### config.mk
export PLATFORM = sky130hd
export DESIGN_NAME = perf_sample_bank
export DESIGN_NICKNAME = d
export VERILOG_FILES = /design/src/rtl/perf_sample_bank.sv
export SDC_FILE = /design/constraint.sdc
export NUM_CORES = 1
export LEC_CHECK = 0
export BUFFER_PORTS_ARGS = -buffer_cell sky130_fd_sc_hd__buf_2
export CAP_MARGIN = 20
export CORE_MARGIN = 4
export CORE_UTILIZATION = 40
export CTS_CLUSTER_DIAMETER = 60
export DETAILED_ROUTE_END_ITERATION = 6
export PLACE_DENSITY_LB_ADDON = 0.15
export SYNTH_ARGS = -nofsm -noshare
export SYNTH_HDL_FRONTEND = slang
export SYNTH_SLANG_ARGS = --single-unit
export TNS_END_PERCENT = 100
### constraint.sdc
create_clock -name clk -period 6.3 [get_ports clk]
set_clock_uncertainty 0.1 [all_clocks]
set_input_delay 0.945 -clock clk [delete_from_list [all_inputs] [get_ports clk]]
set_output_delay 0.945 -clock clk [all_outputs]
set_load 0.02 [all_outputs]
### src/rtl/perf_sample_bank.sv
module perf_sample_bank #(
  parameter int N_ACC     = 2,
  parameter int ACC_EVW   = 2,
  parameter int N_IDN     = 1,
  parameter int IDN_W     = 48,
  parameter int CLK_RATIO = 2,
  localparam int SLOTS    = 1 + N_ACC + N_IDN,
  localparam int NREG     = 2 + 2 * SLOTS,
  localparam int AW       = $clog2(NREG)
) (
  input  logic                     clk,
  input  logic                     rst_n,
  input  logic                     tgt_rst,
  input  logic                     glb_rst,
  input  logic [N_ACC*ACC_EVW-1:0] acc_ev,
  input  logic [N_IDN*IDN_W-1:0]   idn_val,
  input  logic                     reg_wr,
  input  logic [AW-1:0]            reg_addr,
  input  logic [31:0]              reg_wdata,
  output logic [31:0]              reg_rdata,
  output logic                     snap_valid
);
  logic [63:0]             cyc_q;
  logic [N_ACC-1:0][63:0]  acc_q;
  logic [SLOTS-1:0][63:0]  live;
  logic [SLOTS-1:0][63:0]  snap_q;
  logic [31:0]             rate_q, tcnt_q, intv;
  logic                    valid_q, mask, tick, rate_wr, clr;
  logic [AW-1:0]           woff;
  logic [AW-2:0]           sidx;

  assign mask    = tgt_rst | glb_rst;
  assign intv    = rate_q / 32'(CLK_RATIO);
  assign tick    = (intv != 32'd0) && (tcnt_q >= intv - 32'd1);
  assign rate_wr = reg_wr && reg_addr == AW'(1);
  assign clr     = reg_wr && reg_addr == AW'(0) && reg_wdata[0];

  assign live[0] = cyc_q;
  for (genvar i = 0; i < N_ACC; i++) begin : g_acc_live
    assign live[1+i] = acc_q[i];
  end
  for (genvar j = 0; j < N_IDN; j++) begin : g_idn_live
    assign live[1+N_ACC+j] = mask ? 64'd0 : 64'(idn_val[j*IDN_W +: IDN_W]);
  end

  always_ff @(posedge clk) begin
    if (!rst_n) begin
      cyc_q   <= '0;
      acc_q   <= '0;
      snap_q  <= '0;
      rate_q  <= '0;
      tcnt_q  <= '0;
      valid_q <= 1'b0;
    end else begin
      cyc_q <= cyc_q + 64'd1;
      for (int i = 0; i < N_ACC; i++)
        acc_q[i] <= acc_q[i] + (mask ? 64'd0 : 64'(acc_ev[i*ACC_EVW +: ACC_EVW]));
      if (rate_wr) begin
        rate_q <= reg_wdata;
        tcnt_q <= '0;
      end else if (tick) begin
        if (!valid_q) tcnt_q <= '0;
      end else if (intv != 32'd0) begin
        tcnt_q <= tcnt_q + 32'd1;
      end
      if (tick && !valid_q) begin
        snap_q  <= live;
        valid_q <= 1'b1;
      end else if (clr) begin
        valid_q <= 1'b0;
      end
    end
  end

  assign woff = reg_addr - AW'(2);
  assign sidx = woff[AW-1:1];

  always_comb begin
    reg_rdata = 32'd0;
    if (reg_addr == AW'(0))
      reg_rdata = {31'd0, valid_q};
    else if (reg_addr == AW'(1))
      reg_rdata = rate_q;
    else if (int'(sidx) < SLOTS)
      reg_rdata = woff[0] ? snap_q[sidx][63:32] : snap_q[sidx][31:0];
  end

  assign snap_valid = valid_q;
endmodule


Yosys cells after proc, flatten, opt, wreduce, memory -nomap -nowiden

Index checks and enable logic that the tools add are counted.

Equal/unequal tests: 2
$lt $le $gt $ge: 3
Bitwise gates (word level): 2
Reduce and logical (&&, ||, !) cells: 12
Mux-type cells: 14
Add/sub/neg operators: 6

Operators with widths:

| cell                                                | count |
|---|---|
| 2-to-1 mux 32 bit                                   | 7 |
| adder 64 x 2 -> 64 bit                              | 2 |
| binary-select mux 64 bit (select 2 bit)             | 1 |
| adder 64 x 1 -> 64 bit (second input constant)      | 1 |
| 2-to-1 mux 64 bit                                   | 1 |
| 2-to-1 mux 48 bit                                   | 1 |
| adder 32 x 1 -> 32 bit (second input constant)      | 1 |
| greater-or-equal comparator 32 bit                  | 1 |
| nonzero test 32 bit                                 | 1 |
| subtractor 31 x 1 -> 32 bit (second input constant) | 1 |
| less-than comparator 3 bit (second input constant)  | 2 |
| logical AND 1 bit                                   | 5 |
| == test 4 x 1 -> 1 bit (second input constant)      | 1 |
| zero test 4 bit                                     | 1 |
| 2-to-1 mux 2 bit                                    | 2 |
| nonzero test 2 bit                                  | 2 |
| subtractor 4 x 2 -> 4 bit (second input constant)   | 1 |
| 2-to-1 mux 1 bit                                    | 2 |
| != test 2 bit (second input constant)               | 1 |
| AND reduction 2 bit                                 | 1 |
| OR reduction 2 bit                                  | 1 |
| zero test 1 bit                                     | 1 |
| NOT 1 bit                                           | 1 |
| bitwise OR 1 bit                                    | 1 |

Input bits: 93
Register bits: 513
Output and inout port bits: 33

Depth between registers and ports, before layout

Depth in word-level cells: 7
Mapped depth: 21
Gate-level depth less buffers: 17

Least setup slack after synthesis

Ideal clock, no wire load.

Path type: input-to-output
From: input port reg_addr[1]
To: output port reg_rdata[16]
Data arrival time: 4.048 ns
Data required time: 5.255 ns
Buffers on the path: 6
Slack: 1.207 ns
Cell stages on the path: 12
Cells stage by stage: clkbuf_1 -> clkbuf_1 -> inv_1 -> clkbuf_1 -> ha_1 -> clkbuf_1 -> clkbuf_1 -> buf_1 -> nand2_1 -> o21ai_0 -> a22oi_1 -> nor2_1

Word-level cells in the longest chain between the ends: 7
Elaborated cells on any way between the ends: 10
Those cells by class: add/sub: 1; order compare: 1; eq/ne: 1; mux: 6; reduce/logical: 1

RTL lines:

| item                                    | line | RTL |
|---|---|---|
| start, declared                         | 18   | `input logic [AW-1:0] reg_addr,` |
| subtractor 4 x 2 -> 4 bit               | 75   | `assign woff = reg_addr - AW'(2);` |
| binary-select mux 64 bit (select 2 bit) | 85   | `reg_rdata = woff[0] ? snap_q[sidx][63:32] : snap_q[sidx][31:0];` |
| 2-to-1 mux 64 bit (not written as such) | 85   |  |
| 2-to-1 mux 32 bit                       | 85   |  |
| 2-to-1 mux 32 bit                       | 84   | `else if (int'(sidx) < SLOTS)` |
| 2-to-1 mux 32 bit                       | 82   | `else if (reg_addr == AW'(1))` |
| 2-to-1 mux 32 bit (*)                   | 80   | `if (reg_addr == AW'(0))` |
| end, declared                           | 20   | `output logic [31:0] reg_rdata,` |

Every way passes the cells marked *; elsewhere a longest branch is shown, timed or not. The select of a mux whose other input is x is not followed.

Final worst setup path

From: register rate_q[3]
To: register tcnt_q[30]

Word-level cells in the longest chain between the ends: 5
Elaborated cells on any way between the ends: 8
Those cells by class: add/sub: 1; order compare: 1; eq/ne: 1; mux: 1; reduce/logical: 4

RTL lines:

| item                                                                 | line | RTL |
|---|---|---|
| start, declared                                                      | 27   | `logic [31:0] rate_q, tcnt_q, intv;` |
| start signal, assigned                                               | 59   | `rate_q <= reg_wdata;` |
| subtractor 31 x 1 -> 32 bit                                          | 34   | `assign tick = (intv != 32'd0) && (tcnt_q >= intv - 32'd1);` |
| greater-or-equal comparator 32 bit                                   | 34   |  |
| logical AND 1 bit                                                    | 34   |  |
| != test 2 bit (no line) / nonzero test 2 bit (equally long branches) | --   |  |
| AND reduction 2 bit (no line)                                        | --   |  |
| end signal, assigned                                                 | 64   | `tcnt_q <= tcnt_q + 32'd1;` |
| end, declared                                                        | 27   |  |

Parallel ways exist; a longest one is shown, timed or not.
A chain may end at the register's enable or synchronous reset.

==> results.json <==
{
  "min_from": "snap_q[146]",
  "worst_ep_required_time_ns": 6.76,
  "r2r_end": "tcnt_q[30]",
  "ctsHoldBuffers": 0,
  "max_stage_delay_ns": 0.67,
  "synth-main-ff-cell": "dfxtp_1",
  "synth_area_leaders": "dfxtp_1 42%, nand2_1 7.1%, nand3_1 6.8%",
  "port_buffers": 125,
  "critPathBufInv": 0,
  "syn_avg_cell_area_um2": 8.41,
  "drt-initial-drc-count": 1498,
  "ys_async_sr_fraction_pct": 0,
  "status": "finished, final reports clean",
  "finalHoldViolCount": 0,
  "synth_cell_type_count": 59,
  "grt_overflow": 0,
  "r2r_setup_slack_ns": 0.66,
  "worstReg2RegStart": "rate_q[3]",
  "hold-path-endpoint": "snap_q[146]",
  "netlist_instances": 2834,
  "met1_length_um": 32800,
  "p_total_mw": 6.75,
  "ios": 126,
  "cts.repair.resized": 0,
  "drive_gt1_share_pct": 11.0,
  "yosysSeqAreaShare_pct": 41.7,
  "max-cap-violations": 0,
  "track_usage_pct": 22.0,
  "period_needed_ns": 5.64,
  "holdPathStages": 2,
  "die_area_mm2": 0.0635,
  "path_common_cell": "or4_1",
  "initial_core_util_pct": 40.4,
  "synth_seq_cells": 497,
  "cts_buffer_depth": 3,
  "wl_met2_um": 32500,
  "htree_levels": 2,
  "met3RoutedLength_um": 3850,
  "drc": 0,
  "cts-buffers-inserted": 56,
  "clk_latency_ns": 0.62,
  "fp.dieH_um": 252,
  "final_cell_mix": "497 x dfxtp_1, 450 x nand2_1, 326 x nand3_1, 280 x o21ai_0, 143 x and2_1",
  "antenna_found_initial": 1,
  "timing.fmax_ghz": 0.177,
  "insertedDiodeCount": 0,
  "ant_nets": 0,
  "crit_type": "flop to flop",
  "ir_worst_vdd_v": 0.000206,
  "cp-start-kind": "flop",
  "crit_path_max_fanout": 15,
  "worst_pin_slew_ns": 1.02,
  "grt_max_degree": 233,
  "route.vias.total": 20100,
  "setup_tns_ns": 0,
  "synth_top_area_share_pct": 41.7,
  "synth_area_leader_cell": "dfxtp_1",
  "ys_warn_count": 0,
  "cts_sinks": 497,
  "die-width_um": 252,
  "drt_first_pass_iters": 6,
  "clk_pin_slew_ns": 0.06,
  "crit_chain": "or4_1 -> nor4_2 -> nand2_1 -> or4_1 -> nor2_1 -> nand2_1 -> xor2_1 -> ha_1 -> nand4_1 -> nor3_1 -> a221o_1 -> or2_2 -> or4_4 -> or4_1 -> nand3_1",
  "top_layer_used": "met4",
  "place.gp.congestion": 0.911,
  "setup_viol": 0,
  "final_common_cell": "dfxtp_1",
  "coreArea_mm2": 0.0590,
  "hpwl_um": 52200,
  "end_kind": "flop",
  "grt_pass1_wl_um": 110000,
  "fillers": 5811,
  "leakagePower_nw": 9.69,
  "routed_wl_um": 71800,
  "r2r_cells": 15,
  "slew_viol_final": 0,
  "wl_per_cell_um": 19.6,
  "root_buffer": "clkbuf_16",
  "slowest_stage": "or4_4",
  "cts_tree": "yes",
  "grt_pass1_vias": 18800,
  "hold_class": "flop to flop",
  "rsz0062_at_grt": "false",
  "post-route-util_pct": 45.4,
  "synth_nets": 2970,
  "whs_ns": 0.355,
  "final_nets": 2994,
  "slew_headroom_pct": 31.4,
  "cts_setup_buffers": 0,
  "min_period_over_period_pct": 89.5,
  "area_delta_synth_final_pct": 12.5,
  "crit_family": "simple AND/OR/NAND/NOR gates",
  "crit_arrival_ns": 6.10,
  "rows": 89,
  "synth-edff-count": 0,
  "p_per_area_mw_per_mm2": 252,
  "viasPerCell": 5.46,
  "netlist_area_mm2": 0.0238
}
[worst min-delay path: cells and delay by family, from the launching register on]
family	cells	cell delay, ns
DFF	1	0.31
and+or+nand+nor	1	0.05
AOI/OAI and AO/OA	1	0.05
[state kept, by name, indices dropped and copies added, names as in the netlist]
register,flops
acc_q,128
snap_valid,1
cyc_q,64
tcnt_q,32
rate_q,32
snap_q,240
[cell usage after synthesis, types with 20 or more instances]
| master | number |
|---|---|
| nor2_1 | 82 |
| mux2i_1 | 32 |
| nor3_1 | 49 |
| ha_1 | 41 |
| xor2_1 | 62 |
| and2_1 | 144 |
| xnor2_1 | 104 |
| nor4_1 | 25 |
| mux4_2 | 48 |
| o21ai_1 | 33 |
| and3_1 | 33 |
| or3_1 | 48 |
| dfxtp_1 | 497 |
| nand2_1 | 450 |
| a22o_1 | 37 |
| o21ai_0 | 280 |
| a21oi_1 | 49 |
| a21boi_0 | 71 |
| buf_4 | 20 |
| nand4_1 | 46 |
| and4_1 | 31 |
| clkbuf_1 | 158 |
| inv_1 | 49 |
| nand3_1 | 326 |
[how the worst max path moves through the flow]
stage | startpoint | end | slack (ns) | cells past startpoint
3_5_place_dp | rate_q[3] | tcnt_q[30] | 0.67 | 15
4_1_cts | rate_q[3] | tcnt_q[30] | 0.65 | 15
5_1_grt | rate_q[3] | tcnt_q[30] | 0.40 | 15
6_report | rate_q[3] | tcnt_q[30] | 0.66 | 15
2_1_floorplan | reg_addr[1] | reg_rdata[16] | 1.21 | 12
3_3_place_gp | rate_q[3] | tcnt_q[30] | 0.64 | 15
[area by class of cell]
class	count	area, um^2	area share, %
clock buffer	76	1570	5.84
tap	773	967	3.61
inverter	49	184	0.686
timing repair buffer	163	1040	3.86
multi-input combinational	2091	12900	48.1
sequential	497	9950	37.1
clock inverter	22	210	0.784
[through the flow]
stage	setup slack (ns)	cell area, um^2	std cells
2_1_floorplan	1.21	23800	2834
3_5_place_dp	0.669	25000	3572
6_report	0.661	26800	3671
3_3_place_gp	0.645	25000	3572
5_1_grt	0.403	26800	3671
4_1_cts	0.653	26800	3670
[where the power goes]
group          internal, mW  switching, mW  leakage, nW
Sequential             3.15         0.0117         4.00
Clock                  1.85           1.34        0.885
Combinational         0.136          0.259         4.81
[metal layers]
layer  GRT usage, %  vias up
met4           8.26        0
met2           35.0      492
met1           30.6     9496
met5              0        -
met3           3.09      108
li1               -     9964
[cells by family after synthesis]
logic type / Yosys count / share of synthesized area (%)
compound gates: 512 / 12.7
xor+xnor: 166 / 6.10
fa+ha+maj: 43 / 2.32
buf+inv: 246 / 4.31
flops: 497 / 41.7
mux: 81 / 5.93
simple gates: 1289 / 26.9
(Power assumes the default switching activity.)
